==> config.mk <==
export PLATFORM = sky130hd
export DESIGN_NAME = tw_cfg_port
export DESIGN_NICKNAME = d
export VERILOG_FILES = /design/src/rtl/tw_pkg.sv /design/src/rtl/tw_front.sv /design/src/rtl/tw_shift.sv /design/src/rtl/tw_regfile.sv /design/src/rtl/tw_cfg_port.sv
export SDC_FILE = /design/constraint.sdc
export NUM_CORES = 1
export LEC_CHECK = 0
export ABC_AREA = 1
export BUFFER_PORTS_ARGS = -buffer_cell sky130_fd_sc_hd__buf_2
export CAP_MARGIN = 0
export CORE_ASPECT_RATIO = 0.8
export CORE_MARGIN = 5
export CORE_UTILIZATION = 45
export DETAILED_ROUTE_END_ITERATION = 8
export PLACE_DENSITY = 0.69
export SYNTH_ARGS = -nofsm -noshare
export SYNTH_HDL_FRONTEND = slang
export SYNTH_SLANG_ARGS = --single-unit
==> constraint.sdc <==
create_clock -name clk_i -period 3.2 [get_ports clk_i]
set_input_delay 0.48 -clock clk_i [delete_from_list [all_inputs] [get_ports clk_i]]
set_output_delay 0.48 -clock clk_i [all_outputs]
set_load 0.02 [all_outputs]
==> src/rtl/tw_pkg.sv <==
package tw_pkg;
  localparam int unsigned WORD_W = 16;
  localparam int unsigned ADDR_W = 2;
  localparam int unsigned DATA_W = WORD_W - ADDR_W;
  localparam int unsigned NREG   = 3;
  localparam int unsigned CHAN_W = 12;
  localparam int unsigned TSEL_W = 3;
  localparam int unsigned RATIO_W = 5;

  typedef enum logic [ADDR_W-1:0] {
    REG_CFG  = 2'd0,
    REG_CHAN = 2'd1,
    REG_TEST = 2'd2,
    REG_NONE = 2'd3
  } reg_addr_e;

  function automatic logic [RATIO_W-1:0] ratio_of(input logic [1:0] sel);
    case (sel)
      2'b00:   ratio_of = RATIO_W'(9);
      2'b01:   ratio_of = RATIO_W'(12);
      2'b10:   ratio_of = RATIO_W'(18);
      default: ratio_of = RATIO_W'(24);
    endcase
  endfunction
endpackage

==> src/rtl/tw_front.sv <==
module tw_front #(
  parameter int unsigned STAGES = 2
) (
  input  logic clk_i,
  input  logic rst_ni,
  input  logic ser_en_i,
  input  logic ser_dat_i,
  input  logic ser_clk_i,
  output logic en_s_o,
  output logic dat_s_o,
  output logic bit_stb_o,
  output logic load_stb_o
);
  // lane 0: enable (idles high), lane 1: data, lane 2: serial clock
  localparam int unsigned LANES = 3;
  localparam logic [LANES-1:0] RST_VAL = 3'b001;

  logic [STAGES-1:0][LANES-1:0] pipe_q, pipe_d;
  logic [LANES-1:0] last_q, last_d;
  logic [LANES-1:0] cur;

  assign cur = pipe_q[STAGES-1];

  always_comb begin
    pipe_d[0] = {ser_clk_i, ser_dat_i, ser_en_i};
    for (int i = 1; i < int'(STAGES); i++) pipe_d[i] = pipe_q[i-1];
    last_d = cur;
  end

  always_ff @(posedge clk_i or negedge rst_ni) begin
    if (!rst_ni) begin
      for (int i = 0; i < int'(STAGES); i++) pipe_q[i] <= RST_VAL;
      last_q <= RST_VAL;
    end else begin
      pipe_q <= pipe_d;
      last_q <= last_d;
    end
  end

  assign en_s_o     = cur[0];
  assign dat_s_o    = cur[1];
  assign bit_stb_o  = cur[2] & ~last_q[2] & ~cur[0];
  assign load_stb_o = cur[0] & ~last_q[0];
endmodule

==> src/rtl/tw_shift.sv <==
module tw_shift
  import tw_pkg::*;
(
  input  logic              clk_i,
  input  logic              rst_ni,
  input  logic              bit_stb_i,
  input  logic              load_stb_i,
  input  logic              dat_i,
  output logic [WORD_W-1:0] word_o,
  output logic              wr_vld_o,
  output logic              err_o
);
  localparam int unsigned CNT_W = $clog2(WORD_W + 1);
  localparam logic [CNT_W-1:0] FULL = CNT_W'(WORD_W);

  logic [WORD_W-1:0] sh_q, sh_d;
  logic [CNT_W-1:0]  cnt_q, cnt_d;
  logic              vld_q, vld_d, err_q, err_d;

  always_comb begin
    sh_d  = sh_q;
    cnt_d = cnt_q;
    vld_d = 1'b0;
    err_d = 1'b0;
    if (bit_stb_i) begin
      sh_d = {sh_q[WORD_W-2:0], dat_i};
      if (cnt_q != FULL) cnt_d = cnt_q + 1'b1;
    end
    if (load_stb_i) begin
      cnt_d = '0;
      if (cnt_q == FULL) vld_d = 1'b1;
      else               err_d = 1'b1;
    end
  end

  always_ff @(posedge clk_i or negedge rst_ni) begin
    if (!rst_ni) begin
      sh_q  <= '0;
      cnt_q <= '0;
      vld_q <= 1'b0;
      err_q <= 1'b0;
    end else begin
      sh_q  <= sh_d;
      cnt_q <= cnt_d;
      vld_q <= vld_d;
      err_q <= err_d;
    end
  end

  assign word_o   = sh_q;
  assign wr_vld_o = vld_q;
  assign err_o    = err_q;
endmodule

==> src/rtl/tw_regfile.sv <==
module tw_regfile
  import tw_pkg::*;
(
  input  logic                        clk_i,
  input  logic                        rst_ni,
  input  logic                        wr_vld_i,
  input  logic [WORD_W-1:0]           word_i,
  output logic [NREG-1:0][DATA_W-1:0] regs_o
);
  logic [ADDR_W-1:0] addr;
  logic [DATA_W-1:0] payload;

  assign addr    = word_i[ADDR_W-1:0];
  assign payload = word_i[WORD_W-1:ADDR_W];

  for (genvar g = 0; g < int'(NREG); g++) begin : g_reg
    logic              we;
    logic [DATA_W-1:0] q, d;

    assign we = wr_vld_i && (addr == ADDR_W'(g));

    always_comb begin
      d = q;
      if (we) d = payload;
    end

    always_ff @(posedge clk_i or negedge rst_ni) begin
      if (!rst_ni) q <= '0;
      else         q <= d;
    end

    assign regs_o[g] = q;
  end
endmodule

==> src/rtl/tw_cfg_port.sv <==
module tw_cfg_port
  import tw_pkg::*;
#(
  parameter int unsigned SYNC_STAGES = 2
) (
  input  logic               clk_i,
  input  logic               rst_ni,
  input  logic               ser_en_i,
  input  logic               ser_dat_i,
  input  logic               ser_clk_i,
  output logic [DATA_W-1:0]  cfg_reg_o,
  output logic [DATA_W-1:0]  chan_reg_o,
  output logic [DATA_W-1:0]  test_reg_o,
  output logic [CHAN_W-1:0]  chan_num_o,
  output logic [1:0]         refdiv_sel_o,
  output logic [RATIO_W-1:0] refdiv_ratio_o,
  output logic [TSEL_W-1:0]  atest_sel_o,
  output logic [TSEL_W-1:0]  dtest_sel_o,
  output logic               atest_on_o,
  output logic               dtest_on_o,
  output logic               short_err_o
);
  // register bit positions of the decoded fields
  localparam int unsigned RD_LO = 1;
  localparam int unsigned RD_HI = 3;
  localparam int unsigned AT_LSB = 0;
  localparam int unsigned DT_LSB = AT_LSB + TSEL_W;

  logic rst_q1, rst_n;
  logic en_s, dat_s, bit_stb, load_stb, wr_vld;
  logic [WORD_W-1:0] word;
  logic [NREG-1:0][DATA_W-1:0] regs;

  // reset asserts at once, releases on the clock
  always_ff @(posedge clk_i or negedge rst_ni) begin
    if (!rst_ni) begin
      rst_q1 <= 1'b0;
      rst_n  <= 1'b0;
    end else begin
      rst_q1 <= 1'b1;
      rst_n  <= rst_q1;
    end
  end

  tw_front #(.STAGES(SYNC_STAGES)) u_front (
    .clk_i      (clk_i),
    .rst_ni     (rst_n),
    .ser_en_i   (ser_en_i),
    .ser_dat_i  (ser_dat_i),
    .ser_clk_i  (ser_clk_i),
    .en_s_o     (en_s),
    .dat_s_o    (dat_s),
    .bit_stb_o  (bit_stb),
    .load_stb_o (load_stb)
  );

  tw_shift u_shift (
    .clk_i      (clk_i),
    .rst_ni     (rst_n),
    .bit_stb_i  (bit_stb),
    .load_stb_i (load_stb),
    .dat_i      (dat_s),
    .word_o     (word),
    .wr_vld_o   (wr_vld),
    .err_o      (short_err_o)
  );

  tw_regfile u_regs (
    .clk_i    (clk_i),
    .rst_ni   (rst_n),
    .wr_vld_i (wr_vld),
    .word_i   (word),
    .regs_o   (regs)
  );

  assign cfg_reg_o  = regs[REG_CFG];
  assign chan_reg_o = regs[REG_CHAN];
  assign test_reg_o = regs[REG_TEST];

  assign chan_num_o     = chan_reg_o[CHAN_W-1:0];
  assign refdiv_sel_o   = {cfg_reg_o[RD_HI], cfg_reg_o[RD_LO]};
  assign refdiv_ratio_o = ratio_of(refdiv_sel_o);
  assign atest_sel_o    = test_reg_o[AT_LSB +: TSEL_W];
  assign dtest_sel_o    = test_reg_o[DT_LSB +: TSEL_W];
  assign atest_on_o     = |atest_sel_o;
  assign dtest_on_o     = |dtest_sel_o;
endmodule

# --- Word-level counts from Yosys, hierarchy flattened ---
# Index checks and enable logic that the tools add are counted.
op_classes:
  eq_ne: 6
  add_sub_neg: 1
  bitwise_logic: 6
  reduce_logical: 10
  muxes: 8
op_table:
  columns: ["op", "count"]
  rows:
  - ["$mux 5", 3]
  - ["$pmux 5 s3", 1]
  - ["$reduce_or 3->1", 2]
  - ["$add 5x1->5 const B", 1]
  - ["$eq 5x5->1 const B", 1]
  - ["$ne 5x5->1 const B", 1]
  - ["$eq 2x1->1 const B", 2]
  - ["$eq 2x2->1 const B", 2]
  - ["$logic_not 2->1", 2]
  - ["$mux 1", 4]
  - ["$reduce_bool 2->1", 2]
  - ["$and 1x1->1", 3]
  - ["$logic_and 1x1->1", 3]
  - ["$not 1->1", 3]
  - ["$reduce_and 2->1", 1]
totals:
  input_bits: 5
  wordCells: 43
  ff_bits: 76
  output_inout_bits: 70

# --- Depth between registers and ports, before layout ---
logic_depth:
  ltp_word: 5
  depth_mapped: 8
  depth_no_buf: 8

# --- By module ---
# Synthesis repeated with hierarchy kept, for this count alone.
unflattened:
  cells_unflattened: 337
  area_unflattened_um2: 3249.4
by_module_without_submodules:
  columns: ["module", "seq_area_each_um2", "n_inst", "area_per_inst_um2", "cells_per_inst"]
  rows:
  - ["tw_regfile", 1051.0, 1, 1801.7, 189]
  - ["tw_shift", 575.6, 1, 972.2, 101]
  - ["tw_cfg_port", 50.0, 1, 251.5, 35]
  - ["tw_front", 203.9, 1, 224.0, 12]

# --- Least setup slack after synthesis ---
# No wires, ideal clock.
synth_timing:
  kind: "register -> output"
  startpoint: "reg u_regs.g_reg[2].q[1]"
  endpoint: "out atest_on_o"
  path_buffers: 0
  arrival_time_ps: 940
  required_time_ps: 2720
  path_stages_with_launch: 2
  path_slack_ps: 1780
  cell_sequence: "dfrtp_1 or3_1"
synth_via:
  elab_chain_len: 1
synth_lines:
  columns: ["element", "line", "text"]
  rows:
  - ["start, declared", "tw_regfile.sv:18", "logic [DATA_W-1:0] q, d;"]
  - ["start signal, assigned", "tw_regfile.sv:28", "if (!rst_ni) q <= '0;"]
  - ["start signal, assigned", "tw_regfile.sv:29", "else q <= d;"]
  - ["$reduce_or 3->1", "tw_cfg_port.sv:85", "assign atest_on_o = |atest_sel_o;"]
  - ["end, declared", "tw_cfg_port.sv:19", "output logic atest_on_o,"]
# Every way passes these cells.

# --- Worst setup path after layout ---
# Ends and elaborated chain as after synthesis.

==> results.ini <==
[cells_and_area]
antenna_cells=0
fillers=651
fin_nets=360
final_cell_mix=buf_2 (74), dfrtp_1 (71), nand2_1 (57)
final_common_cell=buf_2
drive_above_1_share_pct=44.13
final_area_um2=3630
area_growth_pct=13.36

[setup_path]
cp_max_fo=4
path_class=flop to output pin
cp.arrival_ns=1.26
startpoint_type=flop
crit_path_end_kind=output pin
required_ns=2.72

[die]
start_util_pct=46.46
rows=27
coreArea_um2=6892
fp.dieArea_um2=8912
die-width_um=104.3
io_pins=75
die_y_um=85.45

[route]
wirelength_mm=5.838
wl_per_cell_um=13.12
vias=2101
viasPerCell=4.721
ant_nets=0
drt_iter0_drc=84
drc=0
first_pass_iters=4

[power]
p_sw_w=0.0004211
sequentialPowerShare_pct=58.5
switching_share_pct=24.24
p_comb_share_pct=6.2
p_total_w=0.001737
power.share.clock_pct=35.3
ir_worst_vdd_mv=0.2067
power.density_nw_per_um2=478.6
internal-power_w=0.001316
p_leak_nw=1.890

[timing]
slew_headroom_pct=47.27
fin_crit_sh_pct=54.36
period_needed_ns=1.740
rsz0062_at_grt=no
setup_viol=0
hold_viol_final=0
tns_ns=0
maxSlewViolCount=0
skew_ns=0.006379
tightest_slew_ns=0.7910
fmax_ghz=0.5748
timing.hold.ws_ns=0.2369

[global_route]
grt_first_pass_wirelength_mm=10.17
grt_pass1_vias=2057
antenna_found_initial=0
grt_usage_pct=14.26
overflow=0
grt_max_degree=38

[placement]
port_buffers=74
place_congestion=0.7217
dp_hpwl_mm=4.023
dpl-instance-area_um2=3460

[synth]
netlist.area_leader.share_pct=56.27
synth.ff_latch_count=75
syn_area_um2=3202
yosys_warnings=0
synth_top_family_by_area=simple AND/OR/NAND/NOR gates
syn_nets=303
synth_cells=296
synth-compound-area-share_pct=13.99
synth-simple-area-share_pct=15.28
synth_fa_ha_area_share_pct=0.7816
yosysUniqueCellTypes=23
synth_xor_area_share_pct=0.2735
synthMuxAreaShare_pct=0
synth_top_area_cell=dfrtp_1
ys_seq_area_share_pct=58.73
synth_area_leaders=dfrtp_1 (56%), o21ai_2 (11%), nand2_1 (6.7%), buf_4 (4.7%), nand2_2 (3.5%)
avgSynthCellArea_um2=10.82

[clock_tree]
root_buffer=clkbuf_8
cts_resized=0
clock_latency_ns=0.34
htreeDepth=3
clock_sinks=75
cts_buffer_depth=2
cts_buffers=9
clkTransAtPathRegs_ns=0.07
cts_tree=done

[worst_hold_path]
hp-class=input pin to flop

[run_status]
status=finished, final reports clean

[flow_run]
max_cap_violations=0

[layout make-up]
| type | instances | area, um2 | share of cell area (%) |
|---|---|---|---|
| Inverter | 27 | 101.3 | 2.792 |
| Timing Repair Buffer | 78 | 402.9 | 11.10 |
| Clock buffer | 16 | 160.2 | 4.412 |
| Sequential cell | 75 | 1882 | 51.84 |
| Tap cell | 87 | 108.9 | 2.999 |
| Multi-Input combinational cell | 162 | 974.7 | 26.85 |
[critical path, cell delays in order, from the launching register on]
cell and delay [ns]:
dfrtp_1 0.40, or3_1 0.36, buf_2 0.16
[sequential cells by signal (all words and copies together), names as in the netlist]
name and flops:
rst_n 1, rst_q1 1, u_front.cur 3, u_front.last_q 2, u_front.pipe_d 3, u_regs.g.q 42
u_shift.cnt_q 5, u_shift.err_o 1, u_shift.word_o 16, u_shift.wr_vld_o 1
[power by group through the flow]
stage               Sequential, W  Combinational [W]  Clock [W]
global placement          0.00103           0.000108          0
floorplan                 0.00103          0.0000745          0
global route              0.00102           0.000125   0.000680
finish                    0.00102           0.000108   0.000613
CTS                       0.00102           0.000112   0.000636
detailed placement        0.00103           0.000111          0
[synthesized netlist by cell type]
master and n:
o21ai_0 9, nand3_4 3, dfstp_2 3, inv_2 2, conb_1 1, nor2_2 1, nor2_1 6, nand2_1 57
o21ai_1 7, dfrtp_1 72, buf_2 4, buf_4 20, buf_6 6, clkbuf_1 2, nand4_1 2, o21ai_2 42
nand2_2 18, xor2_1 1, or3_1 2, or2_2 1, nand3_1 10, inv_1 25, ha_1 2
[layer usage]
layer	vias to the layer above	track usage (%)	wire, um	share of wire [%]
met5	-	0	0	0
met4	0	4.235	68	1.2
met3	9	6.388	476	8.2
met2	62	22.31	2662	46
met1	989	17.88	2631	45
li1	1041	-	-	-
[through the flow]
| step | utilization, % | setup slack, ns | instances |
|---|---|---|---|
| finish | 52.67 | 1.460 | 445 |
| global route | 52.67 | 1.386 | 445 |
| global placement | 50.20 | 1.815 | 428 |
| CTS | 52.67 | 1.446 | 445 |
| floorplan | - | 0.9619 | 296 |
| detailed placement | 50.20 | 1.781 | 428 |
[timing repair]
action | in CTS | in global routing
hold endpoints to repair | 2 | 0
buffers inserted | 0 | 0
setup endpoints to repair | 0 | 0
hold buffers | 1 | 0
[path summary, 6_finish.rpt]
check / to / slack [ns] / cells past startpoint / startpoint
setup / recovery: atest_on_o / 1.46 / 2 / u_regs.g_reg[2].q[1]$_DFFE_PN0P_
setup reg to reg: u_shift.cnt_q[0]$_DFFE_PN0P_ / 1.76 / 7 / u_front.cur[0]$_DFF_PN1_
hold reg to reg: u_front.cur[1]$_DFF_PN0_ / 0.35 / 0 / u_front.pipe_d[4]$_DFF_PN0_
max in group asynchronous: u_shift.word_o[7]$_DFFE_PN0P_ / 1.96 / 1 / rst_n$_DFF_PN0_
min in group asynchronous: u_regs.g_reg[2].q[4]$_DFFE_PN0P_ / 0.36 / 0 / rst_n$_DFF_PN0_
hold / removal: u_front.pipe_d[3]$_DFF_PN1_ / 0.24 / 1 / ser_en_i
[cells by family (layout without fill, tap and decap cells)]
kind of cell	after synthesis	count (layout)
AOI/OAI and AO/OA	58	58
xor gates and xnor gates	1	1
adders and majority gates	2	2
buffers and inverters	59	121
DFF	75	75
other	1	1
and+or+nand+nor	100	100
No activity file was read; power rests on OpenSTA's default activity.
